$ cat src/rtl/qspi_seq_pkg.sv
package qspi_seq_pkg;
  typedef enum logic [1:0] {
    SEQ_IDLE  = 2'd0,
    SEQ_LOAD  = 2'd1,
    SEQ_SHIFT = 2'd2,
    SEQ_NEXT  = 2'd3
  } seq_state_e;
endpackage

$ cat src/rtl/qseq_regfile.sv
module qseq_regfile #(
  parameter int DEPTH = 16,
  parameter int WIDTH = 12,
  localparam int AW = $clog2(DEPTH)
) (
  input  logic             clk,
  input  logic             we,
  input  logic [AW-1:0]    waddr,
  input  logic [WIDTH-1:0] wdata,
  input  logic [AW-1:0]    raddr,
  output logic [WIDTH-1:0] rdata
);
  logic [WIDTH-1:0] mem_q [DEPTH];

  always_ff @(posedge clk) begin
    if (we) mem_q[waddr] <= wdata;
  end

  assign rdata = mem_q[raddr];
endmodule

$ cat src/rtl/qseq_shifter.sv
module qseq_shifter #(
  parameter int DATA_W = 8,
  localparam int CW = $clog2(2 * DATA_W)
) (
  input  logic              clk,
  input  logic              rst_n,
  input  logic              go,
  input  logic [DATA_W-1:0] tx_word,
  input  logic              miso,
  output logic              busy,
  output logic              done,
  output logic [DATA_W-1:0] rx_word,
  output logic              sclk,
  output logic              mosi
);
  localparam logic [CW-1:0] LAST = CW'(2 * DATA_W - 1);

  logic              busy_q, busy_d;
  logic              done_q, done_d;
  logic              sclk_q, sclk_d;
  logic [CW-1:0]     cnt_q, cnt_d;
  logic [DATA_W-1:0] tx_q, tx_d;
  logic [DATA_W-1:0] rx_q, rx_d;

  always_comb begin
    busy_d = busy_q;
    done_d = 1'b0;
    sclk_d = sclk_q;
    cnt_d  = cnt_q;
    tx_d   = tx_q;
    rx_d   = rx_q;
    if (!busy_q) begin
      if (go) begin
        busy_d = 1'b1;
        cnt_d  = '0;
        tx_d   = tx_word;
        sclk_d = 1'b0;
      end
    end else begin
      cnt_d = cnt_q + CW'(1);
      if (!cnt_q[0]) begin
        sclk_d = 1'b1;
        rx_d   = {rx_q[DATA_W-2:0], miso};
      end else begin
        sclk_d = 1'b0;
        tx_d   = {tx_q[DATA_W-2:0], 1'b0};
        if (cnt_q == LAST) begin
          busy_d = 1'b0;
          done_d = 1'b1;
        end
      end
    end
  end

  always_ff @(posedge clk or negedge rst_n) begin
    if (!rst_n) begin
      busy_q <= 1'b0;
      done_q <= 1'b0;
      sclk_q <= 1'b0;
      cnt_q  <= '0;
      tx_q   <= '0;
      rx_q   <= '0;
    end else begin
      busy_q <= busy_d;
      done_q <= done_d;
      sclk_q <= sclk_d;
      cnt_q  <= cnt_d;
      tx_q   <= tx_d;
      rx_q   <= rx_d;
    end
  end

  assign busy    = busy_q;
  assign done    = done_q;
  assign rx_word = rx_q;
  assign sclk    = sclk_q;
  assign mosi    = tx_q[DATA_W-1];
endmodule

$ cat src/rtl/qseq_ctrl.sv
module qseq_ctrl
  import qspi_seq_pkg::*;
#(
  parameter int N_ENTRIES = 16,
  parameter int CS_W      = 4,
  parameter int DATA_W    = 8,
  localparam int PW = $clog2(N_ENTRIES)
) (
  input  logic              clk,
  input  logic              rst_n,
  input  logic              start,
  input  logic [PW-1:0]     cfg_first,
  input  logic [PW-1:0]     cfg_last,
  input  logic              cfg_halt,
  input  logic              cfg_wrap,
  input  logic              cfg_wrap_first,
  output logic [PW-1:0]     cmd_raddr,
  input  logic [CS_W-1:0]   cmd_cs,
  input  logic [DATA_W-1:0] cmd_data,
  output logic              eng_go,
  output logic [DATA_W-1:0] eng_tx,
  input  logic              eng_done,
  output logic              rx_we,
  output logic [PW-1:0]     rx_waddr,
  output logic              active,
  output logic [CS_W-1:0]   ent_cs,
  output logic [PW-1:0]     cpt,
  output logic              seq_done,
  output logic              seq_finished
);
  localparam logic [PW-1:0] TOP_IDX = PW'(N_ENTRIES - 1);

  seq_state_e        state_q, state_d;
  logic [PW-1:0]     cur_q, cur_d;
  logic [PW-1:0]     cpt_q, cpt_d;
  logic [CS_W-1:0]   cs_q, cs_d;
  logic [DATA_W-1:0] dat_q, dat_d;
  logic              done_q, done_d;
  logic              fin_q, fin_d;
  logic [PW-1:0]     nxt_ptr;
  logic              at_last, stop_now, load_en;

  assign at_last  = (cur_q == cfg_last);
  assign stop_now = cfg_halt || (at_last && !cfg_wrap);

  always_comb begin
    if (at_last)                nxt_ptr = cfg_wrap_first ? cfg_first : '0;
    else if (cur_q == TOP_IDX)  nxt_ptr = '0;
    else                        nxt_ptr = cur_q + PW'(1);
  end

  always_comb begin
    state_d = state_q;
    cur_d   = cur_q;
    cpt_d   = cpt_q;
    done_d  = 1'b0;
    fin_d   = fin_q;
    eng_go  = 1'b0;
    rx_we   = 1'b0;
    load_en = 1'b0;
    unique case (state_q)
      SEQ_IDLE: begin
        if (start) begin
          state_d = SEQ_LOAD;
          cur_d   = cfg_first;
          load_en = 1'b1;
          fin_d   = 1'b0;
        end
      end
      SEQ_LOAD: begin
        eng_go  = 1'b1;
        state_d = SEQ_SHIFT;
      end
      SEQ_SHIFT: begin
        if (eng_done) begin
          rx_we   = 1'b1;
          cpt_d   = cur_q;
          state_d = SEQ_NEXT;
        end
      end
      SEQ_NEXT: begin
        if (stop_now) begin
          state_d = SEQ_IDLE;
          done_d  = 1'b1;
          fin_d   = 1'b1;
        end else begin
          cur_d   = nxt_ptr;
          load_en = 1'b1;
          state_d = SEQ_LOAD;
        end
      end
      default: state_d = SEQ_IDLE;
    endcase
    cs_d  = load_en ? cmd_cs   : cs_q;
    dat_d = load_en ? cmd_data : dat_q;
  end

  always_ff @(posedge clk or negedge rst_n) begin
    if (!rst_n) begin
      state_q <= SEQ_IDLE;
      cur_q   <= '0;
      cpt_q   <= '0;
      cs_q    <= '0;
      dat_q   <= '0;
      done_q  <= 1'b0;
      fin_q   <= 1'b0;
    end else begin
      state_q <= state_d;
      cur_q   <= cur_d;
      cpt_q   <= cpt_d;
      cs_q    <= cs_d;
      dat_q   <= dat_d;
      done_q  <= done_d;
      fin_q   <= fin_d;
    end
  end

  assign cmd_raddr    = (state_q == SEQ_IDLE) ? cfg_first : nxt_ptr;
  assign eng_tx       = dat_q;
  assign rx_waddr     = cur_q;
  assign active       = (state_q == SEQ_LOAD) || (state_q == SEQ_SHIFT);
  assign ent_cs       = cs_q;
  assign cpt          = cpt_q;
  assign seq_done     = done_q;
  assign seq_finished = fin_q;
endmodule

$ cat src/rtl/qspi_queue_seq.sv
module qspi_queue_seq
  import qspi_seq_pkg::*;
#(
  parameter int N_ENTRIES = 16,
  parameter int CS_W      = 4,
  parameter int DATA_W    = 8,
  localparam int PW    = $clog2(N_ENTRIES),
  localparam int CTL_W = 3 * PW + 4,
  localparam int CMD_W = CS_W + DATA_W
) (
  input  logic              clk,
  input  logic              rst_n,
  input  logic              ctl_we,
  input  logic [CTL_W-1:0]  ctl_wdata,
  output logic [CTL_W-1:0]  ctl_rdata,
  input  logic              cmd_we,
  input  logic [PW-1:0]     cmd_addr,
  input  logic [CMD_W-1:0]  cmd_wdata,
  input  logic              start,
  input  logic [PW-1:0]     rx_addr,
  output logic [DATA_W-1:0] rx_data,
  output logic              sclk,
  output logic              mosi,
  input  logic              miso,
  output logic [CS_W-1:0]   cs_o,
  output logic              xfer_active,
  output logic              done,
  output logic              finished
);
  localparam int F_LAST = PW;
  localparam int F_CPT  = 2 * PW;
  localparam int B_HALT = 3 * PW;
  localparam int B_WRAP = 3 * PW + 1;
  localparam int B_WTO  = 3 * PW + 2;
  localparam int B_IDLE = 3 * PW + 3;

  logic [1:0] rst_sync_q;
  logic       rst_sync_n;

  always_ff @(posedge clk or negedge rst_n) begin
    if (!rst_n) rst_sync_q <= 2'b00;
    else        rst_sync_q <= {rst_sync_q[0], 1'b1};
  end
  assign rst_sync_n = rst_sync_q[1];

  logic [PW-1:0] first_q, last_q;
  logic          halt_q, wrap_q, wto_q, idle_q;

  always_ff @(posedge clk or negedge rst_sync_n) begin
    if (!rst_sync_n) begin
      first_q <= '0;
      last_q  <= '0;
      halt_q  <= 1'b0;
      wrap_q  <= 1'b0;
      wto_q   <= 1'b0;
      idle_q  <= 1'b0;
    end else if (ctl_we) begin
      first_q <= ctl_wdata[PW-1:0];
      last_q  <= ctl_wdata[F_LAST +: PW];
      halt_q  <= ctl_wdata[B_HALT];
      wrap_q  <= ctl_wdata[B_WRAP];
      wto_q   <= ctl_wdata[B_WTO];
      idle_q  <= ctl_wdata[B_IDLE];
    end
  end

  logic unused_cpt_wr;
  assign unused_cpt_wr = ^ctl_wdata[F_CPT +: PW];

  logic [PW-1:0]     cmd_raddr, rx_waddr, cpt;
  logic [CMD_W-1:0]  cmd_rdata;
  logic              eng_go, eng_done, eng_busy, rx_we, active;
  logic [DATA_W-1:0] eng_tx, eng_rx;
  logic [CS_W-1:0]   ent_cs;

  qseq_regfile #(.DEPTH(N_ENTRIES), .WIDTH(CMD_W)) u_cmd_ram (
    .clk   (clk),
    .we    (cmd_we),
    .waddr (cmd_addr),
    .wdata (cmd_wdata),
    .raddr (cmd_raddr),
    .rdata (cmd_rdata)
  );

  qseq_regfile #(.DEPTH(N_ENTRIES), .WIDTH(DATA_W)) u_rx_ram (
    .clk   (clk),
    .we    (rx_we),
    .waddr (rx_waddr),
    .wdata (eng_rx),
    .raddr (rx_addr),
    .rdata (rx_data)
  );

  qseq_shifter #(.DATA_W(DATA_W)) u_shift (
    .clk     (clk),
    .rst_n   (rst_sync_n),
    .go      (eng_go),
    .tx_word (eng_tx),
    .miso    (miso),
    .busy    (eng_busy),
    .done    (eng_done),
    .rx_word (eng_rx),
    .sclk    (sclk),
    .mosi    (mosi)
  );

  logic unused_busy;
  assign unused_busy = eng_busy;

  qseq_ctrl #(.N_ENTRIES(N_ENTRIES), .CS_W(CS_W), .DATA_W(DATA_W)) u_ctrl (
    .clk            (clk),
    .rst_n          (rst_sync_n),
    .start          (start),
    .cfg_first      (first_q),
    .cfg_last       (last_q),
    .cfg_halt       (halt_q),
    .cfg_wrap       (wrap_q),
    .cfg_wrap_first (wto_q),
    .cmd_raddr      (cmd_raddr),
    .cmd_cs         (cmd_rdata[CMD_W-1 -: CS_W]),
    .cmd_data       (cmd_rdata[DATA_W-1:0]),
    .eng_go         (eng_go),
    .eng_tx         (eng_tx),
    .eng_done       (eng_done),
    .rx_we          (rx_we),
    .rx_waddr       (rx_waddr),
    .active         (active),
    .ent_cs         (ent_cs),
    .cpt            (cpt),
    .seq_done       (done),
    .seq_finished   (finished)
  );

  generate
    for (genvar g = 0; g < CS_W; g++) begin : g_cs
      assign cs_o[g] = active ? ent_cs[g] : idle_q;
    end
  endgenerate

  assign xfer_active = active;

  always_comb begin
    ctl_rdata                 = '0;
    ctl_rdata[PW-1:0]         = first_q;
    ctl_rdata[F_LAST +: PW]   = last_q;
    ctl_rdata[F_CPT +: PW]    = cpt;
    ctl_rdata[B_HALT]         = halt_q;
    ctl_rdata[B_WRAP]         = wrap_q;
    ctl_rdata[B_WTO]          = wto_q;
    ctl_rdata[B_IDLE]         = idle_q;
  end
endmodule

$ cat config.mk
export PLATFORM = sky130hd
export DESIGN_NAME = qspi_queue_seq
export DESIGN_NICKNAME = d
export VERILOG_FILES = /design/src/rtl/qspi_seq_pkg.sv /design/src/rtl/qseq_regfile.sv /design/src/rtl/qseq_shifter.sv /design/src/rtl/qseq_ctrl.sv /design/src/rtl/qspi_queue_seq.sv
export SDC_FILE = /design/constraint.sdc
export NUM_CORES = 1
export LEC_CHECK = 0
export BUFFER_PORTS_ARGS = -buffer_cell sky130_fd_sc_hd__buf_4
export CORE_UTILIZATION = 42
export CTS_BUF_LIST = sky130_fd_sc_hd__clkbuf_4
export DETAILED_ROUTE_END_ITERATION = 8
export HOLD_SLACK_MARGIN = 0.1
export PLACE_DENSITY_LB_ADDON = 0.15
export RECOVER_POWER = 100
export SETUP_SLACK_MARGIN = 0.4
export SLEW_MARGIN = 10
export SYNTH_ARGS = -nofsm -noshare
export SYNTH_HDL_FRONTEND = slang
export SYNTH_SLANG_ARGS = --single-unit
$ cat constraint.sdc
create_clock -name clk -period 2.4 [get_ports clk]
set_clock_uncertainty 0.2 [all_clocks]
set_input_delay 0.24 -clock clk [delete_from_list [all_inputs] [get_ports clk]]
set_output_delay 0.24 -clock clk [all_outputs]
set_load 0.05 [all_outputs]
# Word-level counts from Yosys, hierarchy flattened
# Memories as Yosys holds them, arrays and structs flattened. A register that Yosys moved wholly into a read port is not among the register bits.
# Cells that the tools add are included.
[word_totals]
register_bits = 49
mem_bits_rw = 320
output_inout_bits = 33
elab_cells = 93
mem_count = 2
[memory_table]
columns = ["memory", "depth", "word_bits", "read_ports", "rd_clocked_by_memory_dff", "write_ports", "line_no", "source"]
rows = [
  ["u_cmd_ram.mem_q", 16, 12, 1, 1, 1, "qseq_regfile.sv:13", "logic [WIDTH-1:0] mem_q [DEPTH];"],
  ["u_rx_ram.mem_q", 16, 8, 1, 0, 1, "qseq_regfile.sv:13", ""],
]
[op_classes]
n_addsub = 2
eq_ne = 11
muxes = 45
bitwise_logic = 1
n_reduce_logical = 14
[ops]
columns = ["operator", "n"]
rows = [
  ["$mux 4", 8],
  ["$mux 1", 28],
  ["$mux 8", 3],
  ["$add 4x1->4 const B", 2],
  ["$eq 4x4->1 const B", 2],
  ["$ne 2x2->1 const B", 4],
  ["$pmux 2 s4", 1],
  ["$pmux 4 s2", 1],
  ["$reduce_and 2->1", 4],
  ["$reduce_and 3->1", 2],
  ["$eq 2x2->1 const B", 2],
  ["$eq 4x4->1", 1],
  ["$mux 2", 2],
  ["$pmux 1 s2", 2],
  ["$reduce_bool 2->1", 2],
  ["$eq 2x1->1 const B", 1],
  ["$logic_not 1->1", 2],
  ["$logic_not 2->1", 1],
  ["$logic_or 1x1->1", 2],
  ["$ne 2x1->1 const B", 1],
  ["$logic_and 1x1->1", 1],
  ["$not 1->1", 1],
]

# Longest topological paths before layout
[logic_depth]
depth_word = 5
ltp_mapped = 12

# Cells and area by module
# Synthesis repeated with hierarchy kept, for this count alone.
[unflattened]
cells_unflattened = 770
area_unflattened_um2 = 15257.1
[modules_own_cells]
columns = ["module", "instances", "cells_per_inst", "area_per_inst_um2", "seq_area_each_um2"]
rows = [
  ["qseq_regfile (u_cmd_ram)", 1, 317, 7359.6, 5765.5],
  ["qseq_regfile (u_rx_ram)", 1, 221, 4987.3, 3843.7],
  ["qseq_ctrl", 1, 116, 1303.8, 600.6],
  ["qseq_shifter", 1, 80, 993.5, 550.5],
  ["qspi_queue_seq", 1, 36, 613.1, 350.3],
]

# Least setup slack after synthesis
# No wires, ideal clock.
[synth_timing]
kind = "reg-to-reg"
start = "reg last_q[1]"
end = "reg u_ctrl.dat_q[0], in the netlist u_ctrl.eng_tx[0], read port of u_cmd_ram.mem_q"
setup_time_ps = 132
t_arrival_ps = 2356
required_ps = 2068
path_slack_ps = -288
path_stages_with_launch = 11
synth_period_minus_slack_ps = 2688
path_cell_list = "dfrtp_1 -> xnor2_1 -> and4_1 -> buf_6 -> a21o_1 -> a21o_1 -> buf_2 -> buf_6 -> a211o_1 -> a31oi_1 -> a211oi_2"
[synth_between]
elab_chain_len = 5
[synth_rtl]
columns = ["item", "line_no", "source"]
rows = [
  ["from (decl)", "qspi_queue_seq.sv:46", "logic [PW-1:0] first_q, last_q;"],
  ["from (signal assigned)", "qspi_queue_seq.sv:59", "last_q <= ctl_wdata[F_LAST +: PW];"],
  ["$eq 4x4->1 *", "qseq_ctrl.sv:43", "assign at_last = (cur_q == cfg_last);"],
  ["$logic_and 1x1->1", "qseq_ctrl.sv:44", "assign stop_now = cfg_halt || (at_last && !cfg_wrap);"],
  ["$logic_or 1x1->1", "qseq_ctrl.sv:44", ""],
  ["$mux 1", "qseq_ctrl.sv:82", "if (stop_now) begin"],
  ["$pmux 1 s2", "qseq_ctrl.sv:61", "unique case (state_q)"],
  ["to (decl)", "qseq_ctrl.sv:37", "logic [DATA_W-1:0] dat_q, dat_d;"],
]
# Every way passes the cells marked *; elsewhere a longest branch is shown, timed or not.
# A chain may end at the register's enable or synchronous reset.

# Worst setup path in the final report
[layout_timing]
start = "reg last_q[3]"
end = "reg u_ctrl.cs_q[3], in the netlist u_ctrl.ent_cs[3], read port of u_cmd_ram.mem_q"
[layout_between]
elab_chain_len = 5
[layout_rtl]
columns = ["item", "line_no", "source"]
rows = [
  ["$eq 4x4->1 *", "qseq_ctrl.sv:43", ""],
  ["$logic_and 1x1->1", "qseq_ctrl.sv:44", ""],
  ["$logic_or 1x1->1", "qseq_ctrl.sv:44", ""],
  ["$mux 1", "qseq_ctrl.sv:82", ""],
  ["$pmux 1 s2", "qseq_ctrl.sv:61", ""],
  ["to (decl)", "qseq_ctrl.sv:36", "logic [CS_W-1:0] cs_q, cs_d;"],
]
# Marks and branches as above.

==> results_dict.tcl <==
set metrics [dict create \
    wire_per_inst_um 21.91 \
    fmax_mhz 361.0 \
    pin_count 75 \
    worstMarginPinSlew_ns 1.456 \
    fillCellCount 2961 \
    core_area_um2 36610 \
    multi_input_area_um2 4935 \
    yosysSeqAreaShare 0.7110 \
    p_seq_frac 0.529 \
    p_clk_frac 0.413 \
    p_sw_w 0.003064 \
    area.growth.synth_to_final_pct 33.69 \
    grt.overflow.total 0 \
    p_leak_nw 7.804 \
    dp_slack_ns -0.5249 \
    cp-end-kind "register" \
    h-tree-depth 3 \
    die-area_um2 37980 \
    finalHoldViolCount 0 \
    grt_max_degree 35 \
    drt-vias-per-instance 5.374 \
    powerDensity_nw_per_um2 658.0 \
    reg2reg_depth 10 \
    cts_tree "done" \
    layout_commonest_cell "edfxtp_1" \
    track_usage 0.2155 \
    layout-drive-gt1-share 0.3886 \
    synth_edf_count 320 \
    fin_crit_ns 2.770 \
    pwr-share-comb 0.057 \
    grt_setup_unrepaired "true" \
    path_common_cell "buf_4" \
    antenna_found_initial 2 \
    cp_data_arrival_time_ns 3.27 \
    final_cell_mix "edfxtp_1 (320), clkbuf_4 (174), buf_4 (85), dlygate4sd3_1 (66)" \
    failed_checks "negative setup slack" \
    die_x_um 194.9 \
    worst_slack_ns -0.3701 \
    dieHeight_um 194.9 \
    timing.final.max_slew_violations 0 \
    crit_fanout 7 \
    cts_buffer_depth 3 \
    maxCapViolCount 0 \
    r2r_slack_ns -0.37 \
    placed_cell_area_um2 17880 \
    place.gp.congestion 0.7823 \
    required_ns 2.90 \
    start_util 0.4269 \
    cp_num_buf_inv 3 \
    fin_nets 1355 \
    hp-class "reg2reg" \
    critPathSlowestCell "dfrtp_1" \
    timing.setup.tns_ns -6.699 \
    numCtsBuffers 99 \
    ys_warn_count 0 \
    crit_path_start_kind "register" \
    status "finished with violations" \
    synth_nets 1007 \
    final_area_um2 20890 \
    yosysUniqueCellTypes 53 \
    ant_nets 0 \
    post-route-period-util 1.154 \
    p_int_w 0.01068 \
    clock_latency_ns 0.79 \
    crit_start "last_q[3]$_DFFE_PN0P_" \
    syn_inst 956 \
    endpoint "u_ctrl.ent_cs[3]$_DFFE_PN0P_" \
    port_buffers 70 \
    irDropWorstVdd_v 0.0003999 \
    setup_viol 24 \
    drt_iter0_drc 733 \
    synthArstFlopShare 0.1579 \
    grt_pass1_wl_mm 61.40 \
    cts.sink_count 380 \
    clkSlewWorstSetupHoldPaths_ns 0.06 \
    relSlewSlack 0.02916 \
    crit_family "compound AO/OA/AOI/OAI gates" \
    place_hpwl_mm 24.86 \
    p_sw_frac 0.2229 \
    drc 0 \
    drt_wl_total_mm 40.57 \
    critical_path_class "reg2reg" \
    grt_pass1_vias 10320 \
    max_stage_delay_ns 0.45 \
    crit_chain "xnor2_4, buf_4, a41oi_4, buf_4, buf_4, a2111oi_1, a221oi_2, a211oi_1, a211oi_2, a211oi_2" \
    rows 70 \
    synth_area_per_cell_um2 16.35 \
    crit_cells 10 \
    seqCellArea_um2 11110 \
    cts-root-buf "clkbuf_4" \
    r2r-end "u_ctrl.ent_cs[3]$_DFFE_PN0P_" \
    syn_area_um2 15630 \
    ys.flop_type "edfxtp_1" \
    vias 9953 \
    rr_startpoint "last_q[3]$_DFFE_PN0P_" \
    synth_seq_cells 380 \
    drtPass1Iterations 5 \
]
==> worst min-delay path by stage <==
stage / endpoint / slack (ns) / from / cells past startpoint
detailed placement: rst_sync_q[0]$_DFF_PN0_ / -0.17 / rst_n / 1
global placement: rst_sync_q[0]$_DFF_PN0_ / -0.17 / rst_n / 1
global route: rst_sync_q[1]$_DFF_PN0_ / 0.17 / rst_sync_q[0]$_DFF_PN0_ / 0
finish: rst_sync_q[1]$_DFF_PN0_ / 0.15 / rst_sync_q[0]$_DFF_PN0_ / 0
floorplan: rst_sync_q[0]$_DFF_PN0_ / -0.26 / rst_n / 0
CTS: u_cmd_ram.mem_q[2][8]$_DFFE_PP_ / 0.10 / cmd_wdata[8] / 2
==> repair_timing <==
item,in CTS,in global routing
cloned,4,4
resized for setup,129,89
buffers inserted,8,14
hold buffers,67,0
pin swaps,44,39
endpoints found under the setup margin,38,141
endpoints found under the hold margin,418,0
==> cells in the mapped netlist (2+ instances only) <==
| cell type | count | area [um^2] |
|---|---|---|
| edfxtp_1 | 320 | 9609 |
| nand2_1 | 65 | 244.0 |
| dfrtp_1 | 60 | 1501 |
| mux2i_1 | 52 | 520.5 |
| a211oi_1 | 43 | 322.8 |
| nor2_1 | 41 | 153.9 |
| mux4_2 | 40 | 900.9 |
| and3_1 | 33 | 206.5 |
| clkbuf_1 | 28 | 105.1 |
| a211o_1 | 23 | 201.4 |
| mux2_2 | 20 | 225.2 |
| inv_1 | 19 | 71.32 |
| nand3_1 | 18 | 90.09 |
| a31oi_1 | 14 | 87.58 |
| buf_2 | 14 | 70.07 |
| a2111oi_0 | 12 | 105.1 |
| o21ai_0 | 12 | 60.06 |
| a221oi_1 | 11 | 96.34 |
| a311o_1 | 11 | 110.1 |
| a21oi_1 | 10 | 50.05 |
| buf_4 | 9 | 67.56 |
| ha_1 | 9 | 112.6 |
| nor2b_1 | 9 | 56.30 |
| nor3_1 | 9 | 45.04 |
| a211oi_2 | 8 | 100.1 |
| buf_1 | 8 | 30.03 |
| nand2b_1 | 8 | 50.05 |
| xnor2_1 | 6 | 52.55 |
| and2_1 | 5 | 31.28 |
| buf_6 | 5 | 56.30 |
| a21o_1 | 3 | 22.52 |
| a311oi_1 | 3 | 26.28 |
| a32oi_1 | 3 | 26.28 |
| nand3b_1 | 3 | 22.52 |
| a22o_1 | 2 | 17.52 |
| a41oi_1 | 2 | 17.52 |
| o22ai_1 | 2 | 12.51 |
==> layout make-up <==
class / count / area share
Sequential cell: 380 / 0.5320
Multi-Input combinational cell: 493 / 0.2362
Timing Repair Buffer: 311 / 0.1374
Clock buffer: 153 / 0.05498
Tap cell: 468 / 0.02803
Clock inverter: 26 / 0.007725
Inverter: 19 / 0.003414
Antenna cell: 2 / 0.0002396
==> registers in the layout, indices dropped and copies added (netlist names), 4 cells and up <==
signal           flops
u_ctrl.rx_waddr      4
last_q               4
u_shift.tx_q         8
u_rx_ram.mem_q     128
u_cmd_ram.mem_q    192
u_ctrl.eng_tx        8
u_shift.rx_word      8
u_ctrl.cpt           4
u_shift.cnt_q        4
first_q              4
u_ctrl.ent_cs        4
==> cells by family (layout without fill, tap and decap cells) <==
group                      Yosys count  count (layout)  share of synthesized area
xor gates and xnor gates             7               7                   0.003923
adders and majority gates            9               9                   0.007206
buffers and inverters               83             509                    0.02562
and+or+nand+nor                    197             197                    0.06053
muxes                              112             112                     0.1054
AOI/OAI and AO/OA                  167             167                    0.08615
other                                1               3                  0.0002400
DFF                                380             380                     0.7110
==> per-stage QoR <==
step | total power, W | cells | utilization | hold WS, ns
2_1_floorplan | 0.007721 | 956 | - | -0.2556
3_3_place_gp | 0.008016 | 1574 | 0.4884 | -0.1735
3_5_place_dp | 0.008022 | 1574 | 0.4884 | -0.1733
4_1_cts | 0.01391 | 1832 | 0.5631 | 0.1015
5_1_grt | 0.01432 | 1852 | 0.5707 | 0.1684
6_report | 0.01375 | 1852 | 0.5707 | 0.1528
==> per-layer routing <==
layer / share of wire / up-vias / GRT usage / routed length (um)
met4: 0.023 / 0 / 0.07553 / 928
li1: - / 4561 / - / -
met5: 0 / - / 0 / 0
met2: 0.50 / 293 / 0.3591 / 20470
met3: 0.050 / 61 / 0.04650 / 2027
met1: 0.42 / 5038 / 0.2787 / 17140
==> power groups by stage <==
| stage | clock (W) | sequential (W) | combinational, W |
|---|---|---|---|
| 6_report | 0.00568 | 0.00728 | 0.000790 |
| 4_1_cts | 0.00587 | 0.00727 | 0.000778 |
| 3_5_place_dp | 0 | 0.00740 | 0.000620 |
| 2_1_floorplan | 0 | 0.00745 | 0.000271 |
| 5_1_grt | 0.00621 | 0.00728 | 0.000835 |
| 3_3_place_gp | 0 | 0.00740 | 0.000615 |
Power figures use the tool's default switching activity.
